[config.mk]
export PLATFORM = sky130hd
export DESIGN_NAME = dbuf_dac_regs
export DESIGN_NICKNAME = d
export VERILOG_FILES = /design/src/rtl/dbuf_dac_pkg.sv /design/src/rtl/dbuf_ctl_sync.sv /design/src/rtl/dbuf_dac_channel.sv /design/src/rtl/dbuf_dac_regs.sv
export SDC_FILE = /design/constraint.sdc
export NUM_CORES = 1
export LEC_CHECK = 0
export ABC_AREA = 0
export BUFFER_PORTS_ARGS = -buffer_cell sky130_fd_sc_hd__buf_4
export CORE_MARGIN = 2
export CORE_UTILIZATION = 60
export DETAILED_ROUTE_END_ITERATION = 12
export PLACE_DENSITY = 0.83
export SLEW_MARGIN = 20
export SYNTH_ARGS = -nofsm -noshare
export SYNTH_HDL_FRONTEND = slang
export SYNTH_SLANG_ARGS = --single-unit
[constraint.sdc]
create_clock -name clk -period 2.6 [get_ports clk]
set_input_delay 0 -clock clk [delete_from_list [all_inputs] [get_ports clk]]
set_output_delay 0 -clock clk [all_outputs]
set_load 0.05 [all_outputs]
[src/rtl/dbuf_dac_pkg.sv]
package dbuf_dac_pkg;
   localparam int unsigned DEF_CHANNELS    = 8;
   localparam int unsigned DEF_CODE_W      = 14;
   localparam int unsigned DEF_SYNC_STAGES = 2;
endpackage

[src/rtl/dbuf_ctl_sync.sv]
module dbuf_ctl_sync #(
   parameter int unsigned STAGES  = 2,
   parameter logic        RST_VAL = 1'b1
) (
   input  logic clk,
   input  logic rst,
   input  logic d,
   output logic q
);
   generate
      if (STAGES == 0) begin : g_bypass
         assign q = d;
      end else begin : g_chain
         logic [STAGES-1:0] sr;
         always_ff @(posedge clk) begin
            if (rst) begin
               sr <= {STAGES{RST_VAL}};
            end else begin
               sr[0] <= d;
               for (int i = 1; i < STAGES; i++) sr[i] <= sr[i-1];
            end
         end
         assign q = sr[STAGES-1];
      end
   endgenerate
endmodule

[src/rtl/dbuf_dac_channel.sv]
module dbuf_dac_channel #(
   parameter int unsigned CODE_W = 14
) (
   input  logic              clk,
   input  logic              rst,
   input  logic              wr_hit,
   input  logic [CODE_W-1:0] wr_data,
   input  logic              ld,
   input  logic              clr,
   output logic [CODE_W-1:0] code,
   output logic              cleared
);
   logic [CODE_W-1:0] stage_q;

   always_ff @(posedge clk) begin
      if (rst) begin
         stage_q <= '0;
         code    <= '0;
         cleared <= 1'b1;
      end else begin
         if (wr_hit) stage_q <= wr_data;
         if (clr) begin
            code    <= '0;
            cleared <= 1'b1;
         end else if (ld) begin
            code    <= stage_q;
            cleared <= 1'b0;
         end
      end
   end


   hold_when_idle_chk: assert property (@(posedge clk) disable iff (rst)
      (!ld && !clr) |=> ($stable(code) && $stable(cleared)));


   clear_forces_ground_chk: assert property (@(posedge clk) disable iff (rst)
      clr |=> (code == '0 && cleared));


   clear_beats_load_chk: assert property (@(posedge clk) disable iff (rst)
      (clr && ld) |=> (code == '0));


   load_drops_flag_chk: assert property (@(posedge clk) disable iff (rst)
      (ld && !clr) |=> !cleared);
endmodule

[src/rtl/dbuf_dac_regs.sv]
module dbuf_dac_regs
   import dbuf_dac_pkg::*;
#(
   parameter int unsigned CHANNELS    = DEF_CHANNELS,
   parameter int unsigned CODE_W      = DEF_CODE_W,
   parameter int unsigned SYNC_STAGES = DEF_SYNC_STAGES,
   localparam int unsigned ADDR_W     = (CHANNELS > 1) ? $clog2(CHANNELS) : 1,
   localparam int unsigned BUS_W      = CHANNELS * CODE_W
) (
   input  logic              clk,
   input  logic              rst,
   input  logic              wr_en,
   input  logic [ADDR_W-1:0] wr_addr,
   input  logic [CODE_W-1:0] wr_data,
   input  logic              load_n,
   input  logic              clear_n,
   output logic [BUS_W-1:0]  dac_code,
   output logic [CHANNELS-1:0] cleared
);
   generate
      if (CHANNELS < 2) begin : g_bad_channels
         $error("dbuf_dac_regs: CHANNELS must be at least 2");
      end
      if (CODE_W < 1) begin : g_bad_width
         $error("dbuf_dac_regs: CODE_W must be at least 1");
      end
      if (SYNC_STAGES > 4) begin : g_bad_sync
         $error("dbuf_dac_regs: SYNC_STAGES above 4 is not supported");
      end
   endgenerate

   logic load_s_n, clear_s_n;

   dbuf_ctl_sync #(.STAGES(SYNC_STAGES), .RST_VAL(1'b1)) u_load_sync (
      .clk(clk), .rst(rst), .d(load_n), .q(load_s_n));

   dbuf_ctl_sync #(.STAGES(SYNC_STAGES), .RST_VAL(1'b1)) u_clear_sync (
      .clk(clk), .rst(rst), .d(clear_n), .q(clear_s_n));

   logic [CHANNELS-1:0] hit;

   generate
      for (genvar c = 0; c < CHANNELS; c++) begin : g_ch
         assign hit[c] = wr_en && (wr_addr == ADDR_W'(c));
         dbuf_dac_channel #(.CODE_W(CODE_W)) u_chan (
            .clk     (clk),
            .rst     (rst),
            .wr_hit  (hit[c]),
            .wr_data (wr_data),
            .ld      (!load_s_n),
            .clr     (!clear_s_n),
            .code    (dac_code[c*CODE_W +: CODE_W]),
            .cleared (cleared[c]));
      end
   endgenerate


   single_target_chk: assert property (@(posedge clk) disable iff (rst)
      $onehot0(hit));


   uniform_flags_chk: assert property (@(posedge clk) disable iff (rst)
      (cleared == '0) || (cleared == '1));
endmodule

Word level (Yosys, flattened, before mapping):

Index checks and enable logic that the tools add are counted.

* register bits: 229
* input port bits: 22
* output and inout bits: 120
* word-level logic and storage cells: 37

* equal/unequal tests: 7
* bitwise operators: 1
* reductions and logical operators: 10

Operators with widths (count)
* $eq 3x3->1 const B: 4
* $logic_and 1x1->1: 8
* $eq 3x2->1 const B: 2
* $eq 3x1->1 const B: 1
* $logic_not 3->1: 1
* $reduce_or 2->1: 1
* $not 1->1: 1

Longest topological paths before layout:

Gate-level depths: netlist of the first run.

* word-level depth: 2
* mapped depth: 6
* mapped depth without buffers: 2

Cells and area by module:

A second synthesis of the first run with hierarchy kept.

* cell total of the unflattened synthesis: 778
* area, all modules: 8737.1 um2

By module, submodules not included
* dbuf_dac_channel: times used 8, cells an instance 95, area an instance 1066.0 um2, sequential area each 580.6 um2
* dbuf_ctl_sync: times used 2, cells an instance 4, area an instance 52.6 um2, sequential area each 40.0 um2
* dbuf_dac_regs: times used 1, cells an instance 10, area an instance 103.8 um2, sequential area each 0.0 um2

Least setup slack after synthesis of the first run:

Ideal clock, no wire load.

* kind: reg2reg
* start: register u_load_sync.g_chain.sr[1]
* end: register g_ch[1].u_chan.code[0]
* setup time: 117 ps
* data arrival time: 1136 ps
* required time: 2483 ps
* path slack: 1346 ps
* stages on the path, launching flop included: 6
* buffers on the path: 3
* period minus slack after synthesis: 1254 ps
* cells stage by stage: dfxtp_1 > clkbuf_1 > buf_2 > buf_2 > mux2i_1 > nor2_1

RTL lines
* start, declared: line dbuf_ctl_sync.sv:14 `logic [STAGES-1:0] sr;`
* start signal, assigned: line dbuf_ctl_sync.sv:17 `sr <= {STAGES{RST_VAL}};`
* end signal, assigned: line dbuf_dac_channel.sv:26 `code <= stage_q;`
* end, declared: line dbuf_dac_channel.sv:10 `output logic [CODE_W-1:0] code,`

==> results by group, run 1 <==
CTS
  • CTS tree: done
  • CTS buffer count: 22
  • Sink Count: approximately 230
  • Post-CTS Setup Bufs: 0
  • Clk_lat worst skew: about 490 ps
  • Clk root buf: clkbuf_16
  • Worst-path clk slew: roughly 60 ps
  • Clk buf depth: 3
  • H-tree Lvls: 1

GRT
  • Largest net degree at the start of global routing: 100
  • Vias in the first global route: between 5,000 and 6,000
  • Met1 Resource Use GR: 0.3209
  • Most crowded layer after global routing: met2
  • Aggregate global routing overflow: 0
  • Antenna violations before repair: 0
  • Global Route Usage Sum: 0.2506
  • Met2 Resource Use GR: 0.4334
  • Global-route wire length before repair: 29,710 µm
  • Met3 Use GR: 0.04659

Setup path
  • CP Launch Point: rst
  • CP max stage delay: ~630 ps
  • Buf+Inv Stages, Crit Path: 3
  • Top Family by Delay on Critical Path: buffers and inverters
  • CP dominant cell by count: buf_4
  • R2R Path Start: u_load_sync.g_chain.sr[1]
  • CP arrival: 2030 ps
  • Crit-path cells: dlygate4sd3_1, buf_4, buf_4, nand2b_1, mux2i_1
  • R2r setup slk: 1000 ps
  • Crit. End Element: register
  • Worst Path Max Fanout: between 90 and 100
  • Crit path kind: in -> reg
  • WP data required: slightly below 3000 ps
  • Critical-path top delay cell: buf_4
  • Startpoint Class: input pin

Placed design
  • DP HPWL: around 12,000 µm
  • Placed Cells: 1,035
  • GPL Wtd Cong: 0.7950
  • IO Port Bufs: ~140

Timing
  • Final Hold Viols: 0
  • Unrepaired setup endpoints after global routing: no
  • Max-slew headroom: 0.3577
  • Min cycle time layout: about 1700 ps
  • Least-Margin Pin Slew: approximately 960 ps
  • Max Fclk: 594.9 MHz
  • Post-Route Setup TNS: 0 ps
  • Pins over their slew limit: 0
  • Final Skew: about 6.2 ps
  • Final setup fails: 0
  • Period utilization: 0.6465

Routing
  • Via/cell ratio: ~5.3
  • Routed WL per cell: ~18 µm
  • Vias: 5,742
  • Residual DRC count: 0
  • First-pass detailed-route iteration total: 4
  • DRT antenna net count: 0
  • Initial DRC count: 267
  • Final WL: approximately 19,000 µm

Synthesis
  • Synth top area cells: dfxtp_1, mux2i_1, nand2b_1
  • Yosys top cell area share: 0.5361
  • Syn nets: between 800 and 900
  • Top-count cell post-synth: dfxtp_1
  • Top FF cell, synth: dfxtp_1
  • Area leader, netlist: dfxtp_1
  • Unique masters post-synth: 16
  • Synth Register Bits: 229
  • Seq/Total Area, Yosys: 0.5361
  • Synthesis warning total: 0
  • Avg Inst Size Synth: around 11 µm²
  • Async SR Flop Fraction: 0
  • Post-synth EDFFs: 0
  • Synthesized area: between 8000 and 9000 µm²
  • Synth Instances: approximately 780
  • Commonest cells post-synth: dfxtp_1, mux2i_1, nand2b_1

Worst hold path
  • Worst hold-check path type: in -> reg
  • Hold_sp: wr_addr[1]

Floorplan
  • Starting Density: 0.6161
  • DIE HEIGHT: 123.4 µm
  • Rows: 43
  • I/O pin total: about 140
  • Die area: about 15,000 µm²
  • Die Wd: about 120 µm
  • Core area: approximately 14,000 µm²

Finish
  • Share of cells above drive strength 1: 0.2178
  • Layout area overhead: 21.59%
  • Seq. cell area: 4588 µm²
  • Footprint of the multi-input gates: 3580 µm²
  • Diodes inserted: 0
  • Nets@finish: ~910
  • Fillers: roughly 920
  • Final Non-Filler Cells: approximately 1,100

Pwr
  • Pleak: about 0.0054 µW
  • PD cells: ~710 nW/µm²
  • VDD IR-drop max: between 0.4 and 0.5 mV

Run
  • Max-cap violations: 0

Status
  • Status: finished clean
[cell usage in the layout, fill, tap and decap left out]
cell           instances
nand4b_1               3
nand4bb_1              3
inv_6                  1
or4b_4                 1
nand2b_1             126
clkbuf_8               3
nor2_1               112
dlygate4sd3_1          5
dfxtp_1              228
dfxtp_4                1
or2_2                  4
clkinvlp_4             1
bufinv_16              4
clkbuf_16             23
clkinv_2               7
clkbuf_1               1
a21o_1                 1
buf_12                 3
and4_1                 1
buf_4                147
mux2i_1              224
nand2b_4               1
[per-layer routing]
| metal | part of all wire | vias up |
|---|---|---|
| met2 | 0.49 | 170 |
| met1 | 0.42 | 2782 |
| met3 | 0.064 | 26 |
| met4 | 0.021 | 0 |
| met5 | 0 | - |
| li1 | - | 2764 |
[repair_timing]
item | in CTS | in global routing
hold buffers | 5 | 0
resized for setup | 0 | 0
hold endpoints to repair | 15 | 0
[layout make-up]
cell class / count / area share
Clock buffer: 27 / 0.05968
Clock inverter: 13 / 0.01648
Multi-Input combinational cell: 476 / 0.3442
Sequential cell: 229 / 0.4412
Tap cell: 180 / 0.02166
Timing Repair Buffer: 155 / 0.1167
[stage by stage]
step | cell area [µm²] | hold WS (ps) | utilization | total power (µW) | worst slack, ps
after floorplan | 8552 | 103.8 | - | 3949 | 1346
after global placement | 9557 | 189.7 | 0.6885 | 4039 | 1049
after detailed placement | 9557 | 191.4 | 0.6885 | 4051 | 990.2
after CTS | 10400 | 56.95 | 0.7491 | 7440 | 983.8
after global routing | 10400 | 88.03 | 0.7491 | 7610 | 785.4
final | 10400 | 80.26 | 0.7491 | 7392 | 919.1
[state kept, by name, indices dropped and copies added (netlist names)]
| name | count |
|---|---|
| u_clear_sync.g_chain.sr | 2 |
| g_ch.u_chan.stage_q | 112 |
| g_ch.u_chan.code | 112 |
| u_load_sync.g_chain.sr | 2 |
| g_ch.u_chan.cleared | 1 |
[cells by family after synthesis]
| kind of cell | synth area share |
|---|---|
| AOI/OAI and AO/OA | 0.0008782 |
| buffers and inverters | 0.04623 |
| DFF | 0.5361 |
| muxes | 0.2622 |
| and+or+nand+nor | 0.1546 |
[worst min-delay path: cells and delay by family]
kind          cells  cell delay [ps]
mux               1              110
buf+inv           1              120
simple gates      1              290
[path summary, 6_finish.rpt]
path	to	cells after the start
worst min register to register	u_clear_sync.g_chain.sr[1]	1
worst max register to register	g_ch[7].u_chan.code[4]	3
worst max-delay path	g_ch[7].u_chan.stage_q[13]	5
worst min-delay path	g_ch[0].u_chan.stage_q[9]	3
[power breakdown]
group	leakage [µW]	switching, µW	total, µW	internal (µW)
Clock	0.000395	1310	3410	2100
Combinational	0.00316	230	387	157
Sequential	0.00185	39.6	3590	3550
Total	0.00540	1580	7390	5810
(Power assumes the default switching activity.)
==> run 2: changes to the inputs <==
--- a/config.mk
+++ b/config.mk
@@ -8,9 +8,9 @@
 export ABC_AREA = 0
 export BUFFER_PORTS_ARGS = -buffer_cell sky130_fd_sc_hd__buf_4
 export CORE_MARGIN = 2
-export CORE_UTILIZATION = 60
+export CORE_UTILIZATION = 56
 export DETAILED_ROUTE_END_ITERATION = 12
-export PLACE_DENSITY = 0.83
+export PLACE_DENSITY = 0.78
 export SLEW_MARGIN = 20
 export SYNTH_ARGS = -nofsm -noshare
 export SYNTH_HDL_FRONTEND = slang
==> constraint.sdc (replaced) <==
create_clock -name clk -period 1.6 [get_ports clk]
set_input_delay 0 -clock clk [delete_from_list [all_inputs] [get_ports clk]]
set_output_delay 0 -clock clk [all_outputs]
set_load 0.05 [all_outputs]
==> run 2 against run 1 <==
Effect of this change:
- largest power group unchanged
- largest cell class unchanged
- critical path depth down 2
- clock power rose by 43%
- non-clock buffer count rose by 6
- worst setup slack worse by 530 ps
- global-route usage fell by 2.1 points
==> results by group, run 2 (synthesis gave the netlist of run 1 again) <==
Routing
  • First-pass detailed-route iteration total: 5 (was 4)
  • Via/cell ratio: 5.241 (was 5.317)
  • Final WL: 18,890 µm (was 19,130 µm)
  • Routed WL per cell: 17.30 µm (was 17.71 µm)
  • Initial DRC count: 237 (was 267)
  • DRT antenna net count: 0 (unchanged)
  • Residual DRC count: 0 (unchanged)
  • Vias: 5,723 (was 5,742)

Timing
  • Final Skew: 6.172 ps (was 6.199 ps)
  • Fin Hold WS: 15.26 ps (was 80.26 ps)
  • Worst setup margin: 390.7 ps (was 919.1 ps)
  • Period utilization: 0.7558
  • Final setup fails: 0 (unchanged)
  • Pins over their slew limit: 0 (unchanged)
  • Final Hold Viols: 0 (unchanged)
  • Min cycle time layout: roughly 1200 ps
  • Least-Margin Pin Slew: 679.3 ps (was 957.9 ps)
  • Max Fclk: 826.9 MHz
  • Max-slew headroom: 0.5471 (was 0.3577)
  • Unrepaired setup endpoints after global routing: no (unchanged)
  • Post-Route Setup TNS: 0 ps (unchanged)

Pwr
  • Sequential power share: 0.513 (was 0.486)
  • Logic pwr share: 0.058 (was 0.052)
  • VDD IR-drop max: 0.7394 mV (was 0.4841 mV)
  • Sw power: 2500 µW (was 1581 µW)
  • Power share of the clock group: 0.429 (was 0.461)
  • Net Sw Frac: 0.2200 (was 0.2139)
  • Pleak: 0.005379 µW (was 0.005404 µW)
  • Int Pwr: 8861 µW (was 5811 µW)
  • PD cells: 1098 nW/µm² (was 710.9 nW/µm²)

Setup path
  • Startpoint Class: register (was input pin)
  • Critical-path top delay cell: dfxtp_4 (was buf_4)
  • WP data required: 1960 ps (was 2940 ps)
  • R2R Path Start: u_load_sync.g_chain.sr[1] (unchanged)
  • Crit. End Element: register (unchanged)
  • CP arrival: 1570 ps (was 2030 ps)
  • Crit path kind: reg -> reg (was in -> reg)
  • Reg2reg end: g_ch[2].u_chan.code[10] (was g_ch[7].u_chan.code[4])
  • R2r setup slk: 390 ps (was 1000 ps)
  • Worst Path Max Fanout: 55 (was 99)
  • Reg2reg path depth: 3 (unchanged)
  • CP max stage delay: 380 ps (was 630 ps)
  • Crit-path cells: buf_12, mux2i_1, nor2_1 (was dlygate4sd3_1, buf_4, buf_4, nand2b_1, mux2i_1)

GRT
  • Global Route Usage Sum: 0.2299 (was 0.2506)
  • Aggregate global routing overflow: 0 (unchanged)
  • Vias in the first global route: 5,685 (was 5,806)
  • Largest net degree at the start of global routing: 56 (was 100)
  • Antenna violations before repair: 0 (unchanged)
  • Global-route wire length before repair: 29,640 µm (was 29,710 µm)

CTS
  • CTS buffer count: 23 (was 22)
  • Post-CTS Setup Bufs: 0 (unchanged)
  • Post-CTS sizing: 0 (unchanged)
  • Clk root buf: clkbuf_16 (unchanged)
  • CTS tree: done (unchanged)
  • Clk_lat worst skew: 490 ps (about the same)
  • H-tree Lvls: 1 (unchanged)
  • Worst-path clk slew: 60 ps (about the same)
  • Sink Count: 229 (unchanged)
  • Clk buf depth: 3 (unchanged)

Finish
  • Fillers: 1,118 (was 919)
  • Most common cell after layout, fill and taps aside: dfxtp_1 (unchanged)
  • Layout area overhead: 21.02% (was 21.59%)
  • Design area: 10,350 µm² (was 10,400 µm²)
  • Share of cells above drive strength 1: 0.2179 (was 0.2178)
  • Diodes inserted: 0 (unchanged)
  • Nets@finish: 913 (was 906)
  • Commonest non-fill, non-tap cells in the layout: dfxtp_1, mux2i_1, buf_4, nand2b_1, nor2_1 (unchanged)
  • Footprint of the multi-input gates: 3580 µm² (unchanged)
  • Largest registers: g_ch.u_chan.code x112, g_ch.u_chan.stage_q x112 (unchanged)
  • Final Non-Filler Cells: 1,092 (was 1,080)
  • Seq. cell area: 4588 µm² (unchanged)

Floorplan
  • Die Wd: 127.6 µm (was 123.4 µm)
  • Core area: 15,030 µm² (was 13,880 µm²)
  • Starting Density: 0.5689 (was 0.6161)
  • Die area: 16,280 µm² (was 15,220 µm²)
  • I/O pin total: 142 (unchanged)
  • Rows: 45 (was 43)
  • DIE HEIGHT: 127.6 µm (was 123.4 µm)

Placed design
  • IO Port Bufs: 141 (unchanged)
  • Placed Instance Area: 9639 µm² (was 9557 µm²)
  • Pre-CTS WS: 342.2 ps (was 990.2 ps)
  • DP HPWL: 12,350 µm (was 12,290 µm)
  • GPL Wtd Cong: 0.7774 (was 0.7950)
  • Placed Cells: 1,051 (was 1,035)

Worst hold path
  • Worst Hold End: g_ch[4].u_chan.stage_q[10] (was g_ch[0].u_chan.stage_q[9])
  • Hold_sp: wr_data[10] (was wr_addr[1])
  • Number of stages on the worst hold path: 3 (unchanged)
  • Worst hold-check path type: in -> reg (unchanged)

Run
  • Max-cap violations: 0 (unchanged)

Status
  • Status: finished clean (unchanged)
[run 2: through the flow]
| stage | power [µW] | util |
|---|---|---|
| finish | 11360 | 0.6885 |
| global route | 11720 | 0.6885 |
| CTS | 11450 | 0.6885 |
| detailed placement | 6602 | 0.6412 |
| global placement | 6587 | 0.6412 |
| floorplan | 6417 | - |
[run 2: timing repair]
action	4_1_cts	5_1_grt
endpoints found under the hold margin	2	0
hold buffers	3	0
setup endpoints to repair	0	0
[run 2: power groups by stage]
stage / logic [µW] / registers, µW / clock network (µW)
floorplan: 448 / 5970 / 0
global placement: 635 / 5950 / 0
detailed placement: 648 / 5950 / 0
CTS: 657 / 5830 / 4960
global route: 694 / 5830 / 5200
finish: 654 / 5830 / 4880
[run 2: metal layers]
| metal | wire length, µm | global-route usage |
|---|---|---|
| met1 | 8451 | 0.3118 |
| met2 | 9136 | 0.3850 |
| met5 | 0 | 0 |
| met4 | 269 | 0.06464 |
| met3 | 1030 | 0.03350 |
[run 2: worst max-delay path by stage]
stage                                    startpoint                      end  slack [ps]  cells after the start
after global placement                          rst  g_ch[4].u_chan.code[12]         400                      4
after detailed placement                        rst   g_ch[5].u_chan.code[7]         340                      4
after CTS                    g_ch[2].u_chan.cleared               cleared[1]         380                      1
after floorplan           u_load_sync.g_chain.sr[1]   g_ch[1].u_chan.code[0]         350                      5
final                     u_load_sync.g_chain.sr[1]  g_ch[2].u_chan.code[10]         390                      3
after global routing      u_load_sync.g_chain.sr[1]  g_ch[2].u_chan.code[10]         310                      3
[run 2: area by class of cell]
class,instances,area share
clock buffers,33,0.06310
multi-input cells,476,0.3459
clock inverters,5,0.002660
flip-flops and latches,229,0.4433
well taps,188,0.02273
repair buffers,161,0.1223
[run 2: critical path, delay by kind of cell, from the launching register on]
family | cells | cell delay (ps)
buffers and inverters | 1 | 340
muxes | 1 | 280
DFF | 1 | 380
and+or+nand+nor | 1 | 60
==> run 3: changes to the inputs <==
--- a/config.mk
+++ b/config.mk
@@ -5,12 +5,12 @@
 export SDC_FILE = /design/constraint.sdc
 export NUM_CORES = 1
 export LEC_CHECK = 0
-export ABC_AREA = 0
+export ABC_AREA = 1
 export BUFFER_PORTS_ARGS = -buffer_cell sky130_fd_sc_hd__buf_4
 export CORE_MARGIN = 2
 export CORE_UTILIZATION = 56
 export DETAILED_ROUTE_END_ITERATION = 12
-export PLACE_DENSITY = 0.78
+export PLACE_DENSITY = 0.79
 export SLEW_MARGIN = 20
 export SYNTH_ARGS = -nofsm -noshare
 export SYNTH_HDL_FRONTEND = slang
==> constraint.sdc (replaced) <==
create_clock -name clk -period 1.25 [get_ports clk]
set_input_delay 0 -clock clk [delete_from_list [all_inputs] [get_ports clk]]
set_output_delay 0 -clock clk [all_outputs]
set_load 0.05 [all_outputs]
==> run 3 against run 2 <==
Effect of this change:
- die area fell by 1.6%
- first-iteration DRC count rose by 110%
- non-clock buffer count rose by 21
- via count rose by 33%
- worst setup slack got worse by 320 ps
- largest power group unchanged
- core utilization rose by 2.9 points
- fmax rose by 2.8%
- largest cell class unchanged
- clock-buffer cell count rose by 2
- combinational power rose by 79%
==> results by group, run 3 <==
Floorplan
  • Starting Density: 0.5763 (was 0.5689)
  • DIE HEIGHT: 126.5 µm (was 127.6 µm)
  • Core area: 14,590 µm² (was 15,030 µm²)
  • I/O pin total: 142 (unchanged)
  • Rows: 44 (was 45)
  • Die Wd: 126.5 µm (was 127.6 µm)
  • Die area: 16,010 µm² (was 16,280 µm²)

Routing
  • Vias: 7,596 (was 5,723)
  • Routed WL per cell: 14.69 µm (was 17.30 µm)
  • DRT antenna net count: 0 (unchanged)
  • Via/cell ratio: 5.189 (was 5.241)
  • Residual DRC count: 0 (unchanged)
  • First-pass detailed-route iteration total: 5 (unchanged)
  • Initial DRC count: 495 (was 237)
  • Final WL: 21,510 µm (was 18,890 µm)

Pwr
  • Logic pwr share: 0.078 (was 0.058)
  • Power share of the clock group: 0.420 (was 0.429)
  • Sequential power share: 0.502 (was 0.513)
  • Sw power: 3469 µW (was 2500 µW)
  • Net Sw Frac: 0.2311 (was 0.2200)
  • PD cells: 1435 nW/µm² (was 1098 nW/µm²)
  • Pleak: 0.004307 µW (was 0.005379 µW)
  • Int Pwr: 11,540 µW (was 8861 µW)
  • VDD IR-drop max: 1.084 mV (was 0.7394 mV)

Synthesis
  • Avg Inst Size Synth: 7.356 µm² (was 10.91 µm²)
  • Commonest cells post-synth: nand2_1, nor2_1, dfxtp_1 (was dfxtp_1, mux2i_1, nand2b_1)
  • Syn nets: 1,165 (was 806)
  • Async SR Flop Fraction: 0 (unchanged)
  • Synthesis warning total: 0 (unchanged)
  • Unique masters post-synth: 14 (was 16)
  • Synth Register Bits: 229 (unchanged)
  • Top FF cell, synth: dfxtp_1 (unchanged)
  • Synth Instances: 1,143 (was 784)
  • Synthesized area: 8408 µm² (was 8552 µm²)
  • Yosys top cell area share: 0.5452 (was 0.5361)
  • Top-count cell post-synth: nand2_1 (was dfxtp_1)
  • Seq/Total Area, Yosys: 0.5452 (was 0.5361)
  • Area leader, netlist: dfxtp_1 (unchanged)
  • Synth top area cells: dfxtp_1, nand2_1, nor2_1 (was dfxtp_1, mux2i_1, nand2b_1)
  • Post-synth EDFFs: 0 (unchanged)

Timing
  • Final setup fails: 0 (unchanged)
  • Final Hold Viols: 0 (unchanged)
  • Max-slew headroom: 0.6445 (was 0.5471)
  • Unrepaired setup endpoints after global routing: no (unchanged)
  • Pins over their slew limit: 0 (unchanged)
  • Min cycle time layout: 1177 ps (was 1209 ps)
  • Least-Margin Pin Slew: 532.7 ps (was 679.3 ps)
  • Fin Hold WS: 26.69 ps (was 15.26 ps)
  • Post-Route Setup TNS: 0 ps (unchanged)
  • Final Skew: 4.955 ps (was 6.172 ps)
  • Worst setup margin: 73.31 ps (was 390.7 ps)
  • Max Fclk: 849.8 MHz (was 826.9 MHz)
  • Period utilization: 0.9413 (was 0.7558)

Finish
  • Share of cells above drive strength 1: 0.1742 (was 0.2179)
  • Fillers: 1,232 (was 1,118)
  • Final Non-Filler Cells: 1,464 (was 1,092)
  • Largest registers: g_ch.u_chan.code x112, g_ch.u_chan.stage_q x112 (unchanged)
  • Nets@finish: 1,288 (was 913)
  • Fin util: 0.7172 (was 0.6885)
  • Most common cell after layout, fill and taps aside: nand2_1 (was dfxtp_1)
  • Commonest non-fill, non-tap cells in the layout: nand2_1, nor2_1, dfxtp_1, buf_4, a21oi_1 (was dfxtp_1, mux2i_1, buf_4, nand2b_1, nor2_1)
  • Diodes inserted: 0 (unchanged)
  • Layout area overhead: 24.43% (was 21.02%)

Setup path
  • Crit path kind: reg -> reg (unchanged)
  • WP data required: 1610 ps (was 1960 ps)
  • Crit. End Element: register (unchanged)
  • CP arrival: 1540 ps (was 1570 ps)
  • Startpoint Class: register (unchanged)
  • Worst Path Max Fanout: 38 (was 55)

CTS
  • Clk root buf: clkbuf_16 (unchanged)
  • CTS tree: done (unchanged)
  • H-tree Lvls: 1 (unchanged)
  • Worst-path clk slew: 60 ps (about the same)
  • Clk_lat worst skew: 480 ps (was 490 ps)
  • Post-CTS Setup Bufs: 0 (unchanged)
  • Sink Count: 229 (unchanged)
  • CTS buffer count: 22 (was 23)
  • Clk buf depth: 3 (unchanged)

GRT
  • Vias in the first global route: 7,060 (was 5,685)
  • Aggregate global routing overflow: 0 (unchanged)
  • Global Route Usage Sum: 0.2620 (was 0.2299)
  • Global-route wire length before repair: 34,640 µm (was 29,640 µm)
  • Largest net degree at the start of global routing: 91 (was 56)
  • Antenna violations before repair: 0 (unchanged)

Placed design
  • IO Port Bufs: 141 (unchanged)
  • DP HPWL: 13,190 µm (was 12,350 µm)
  • Placed Cells: 1,420 (was 1,051)
  • Pre-CTS WS: 121.9 ps (was 342.2 ps)
  • GPL Wtd Cong: 0.7486 (was 0.7774)

Status
  • Status: finished clean (unchanged)

Worst hold path
  • Worst hold-check path type: in -> reg (unchanged)

Run
  • Max-cap violations: 0 (unchanged)
run 3: cell count changes after synthesis, moves of 14 or more:
cell      delta
inv_1       +20
nand2b_1   -127
nand2_1    +358
a21oi_1    +112
mux2i_1    -224
nor2_1     +119
clkbuf_1    -14
nand3_1     +99
run 3: power by group through the flow:
stage	clock, µW	combinational (µW)	sequential, µW
after global routing	6720	1280	7550
after floorplan	0	700	7750
after detailed placement	0	1150	7700
after global placement	0	1130	7690
final	6300	1170	7540
after CTS	6400	1170	7540
run 3: path summary, 6_finish.rpt:
path,slack (ps),to,cells after the start,from
worst max-delay path,70,g_ch[4].u_chan.code[8],4,u_load_sync.g_chain.sr[1]
worst min-delay path,30,g_ch[7].u_chan.stage_q[2],6,wr_data[2]
worst max register to register,70,g_ch[4].u_chan.code[8],4,u_load_sync.g_chain.sr[1]
worst min register to register,420,u_clear_sync.g_chain.sr[1],1,u_clear_sync.g_chain.sr[0]
run 3: metal layers:
metal  global-route usage  wire length (µm)  up-vias
met5                    0                 0        -
met2               0.4473             10320      262
met3              0.04639              1492       39
met4              0.06787               479        0
met1               0.3452              9223     3474
li1                     -                 -     3821
run 3: metrics by stage:
| step | instance area [µm²] | power (µW) |
|---|---|---|
| floorplan | 8408 | 8447 |
| detailed placement | 9706 | 8842 |
| global placement | 9706 | 8822 |
| finish | 10460 | 15010 |
| CTS | 10460 | 15100 |
| global route | 10460 | 15550 |
run 3: cells by family (layout without fill, tap and decap cells):
| kind of cell | Yosys count | in the layout | synth area share |
|---|---|---|---|
| buf+inv | 105 | 242 | 0.05893 |
| flops | 229 | 229 | 0.5452 |
| simple gates | 697 | 697 | 0.3292 |
| compound gates | 112 | 112 | 0.06667 |
run 3: layout make-up:
class | count | area (µm²) | share of cell area
Clock buffer | 35 | 680.7 | 0.06506
Clock inverter | 3 | 15.01 | 0.001435
Inverter | 22 | 85.08 | 0.008132
Multi-Input combinational cell | 809 | 3343 | 0.3195
Sequential cell | 229 | 4589 | 0.4387
Tap cell | 184 | 230.2 | 0.02200
Timing Repair Buffer | 182 | 1519 | 0.1452
run 3: worst max-delay path, stage by stage (launching register included):
cell and delay, ps:
dfxtp_4 370, clkinv_2 230, buf_12 270, nand2_1 90, a21oi_1 70
run 3: timing repair:
action | 4_1_cts | 5_1_grt
setup endpoints to repair | 0 | 8
endpoints found under the hold margin | 5 | 0
gates resized for setup | 0 | 1
hold buffers | 6 | 0
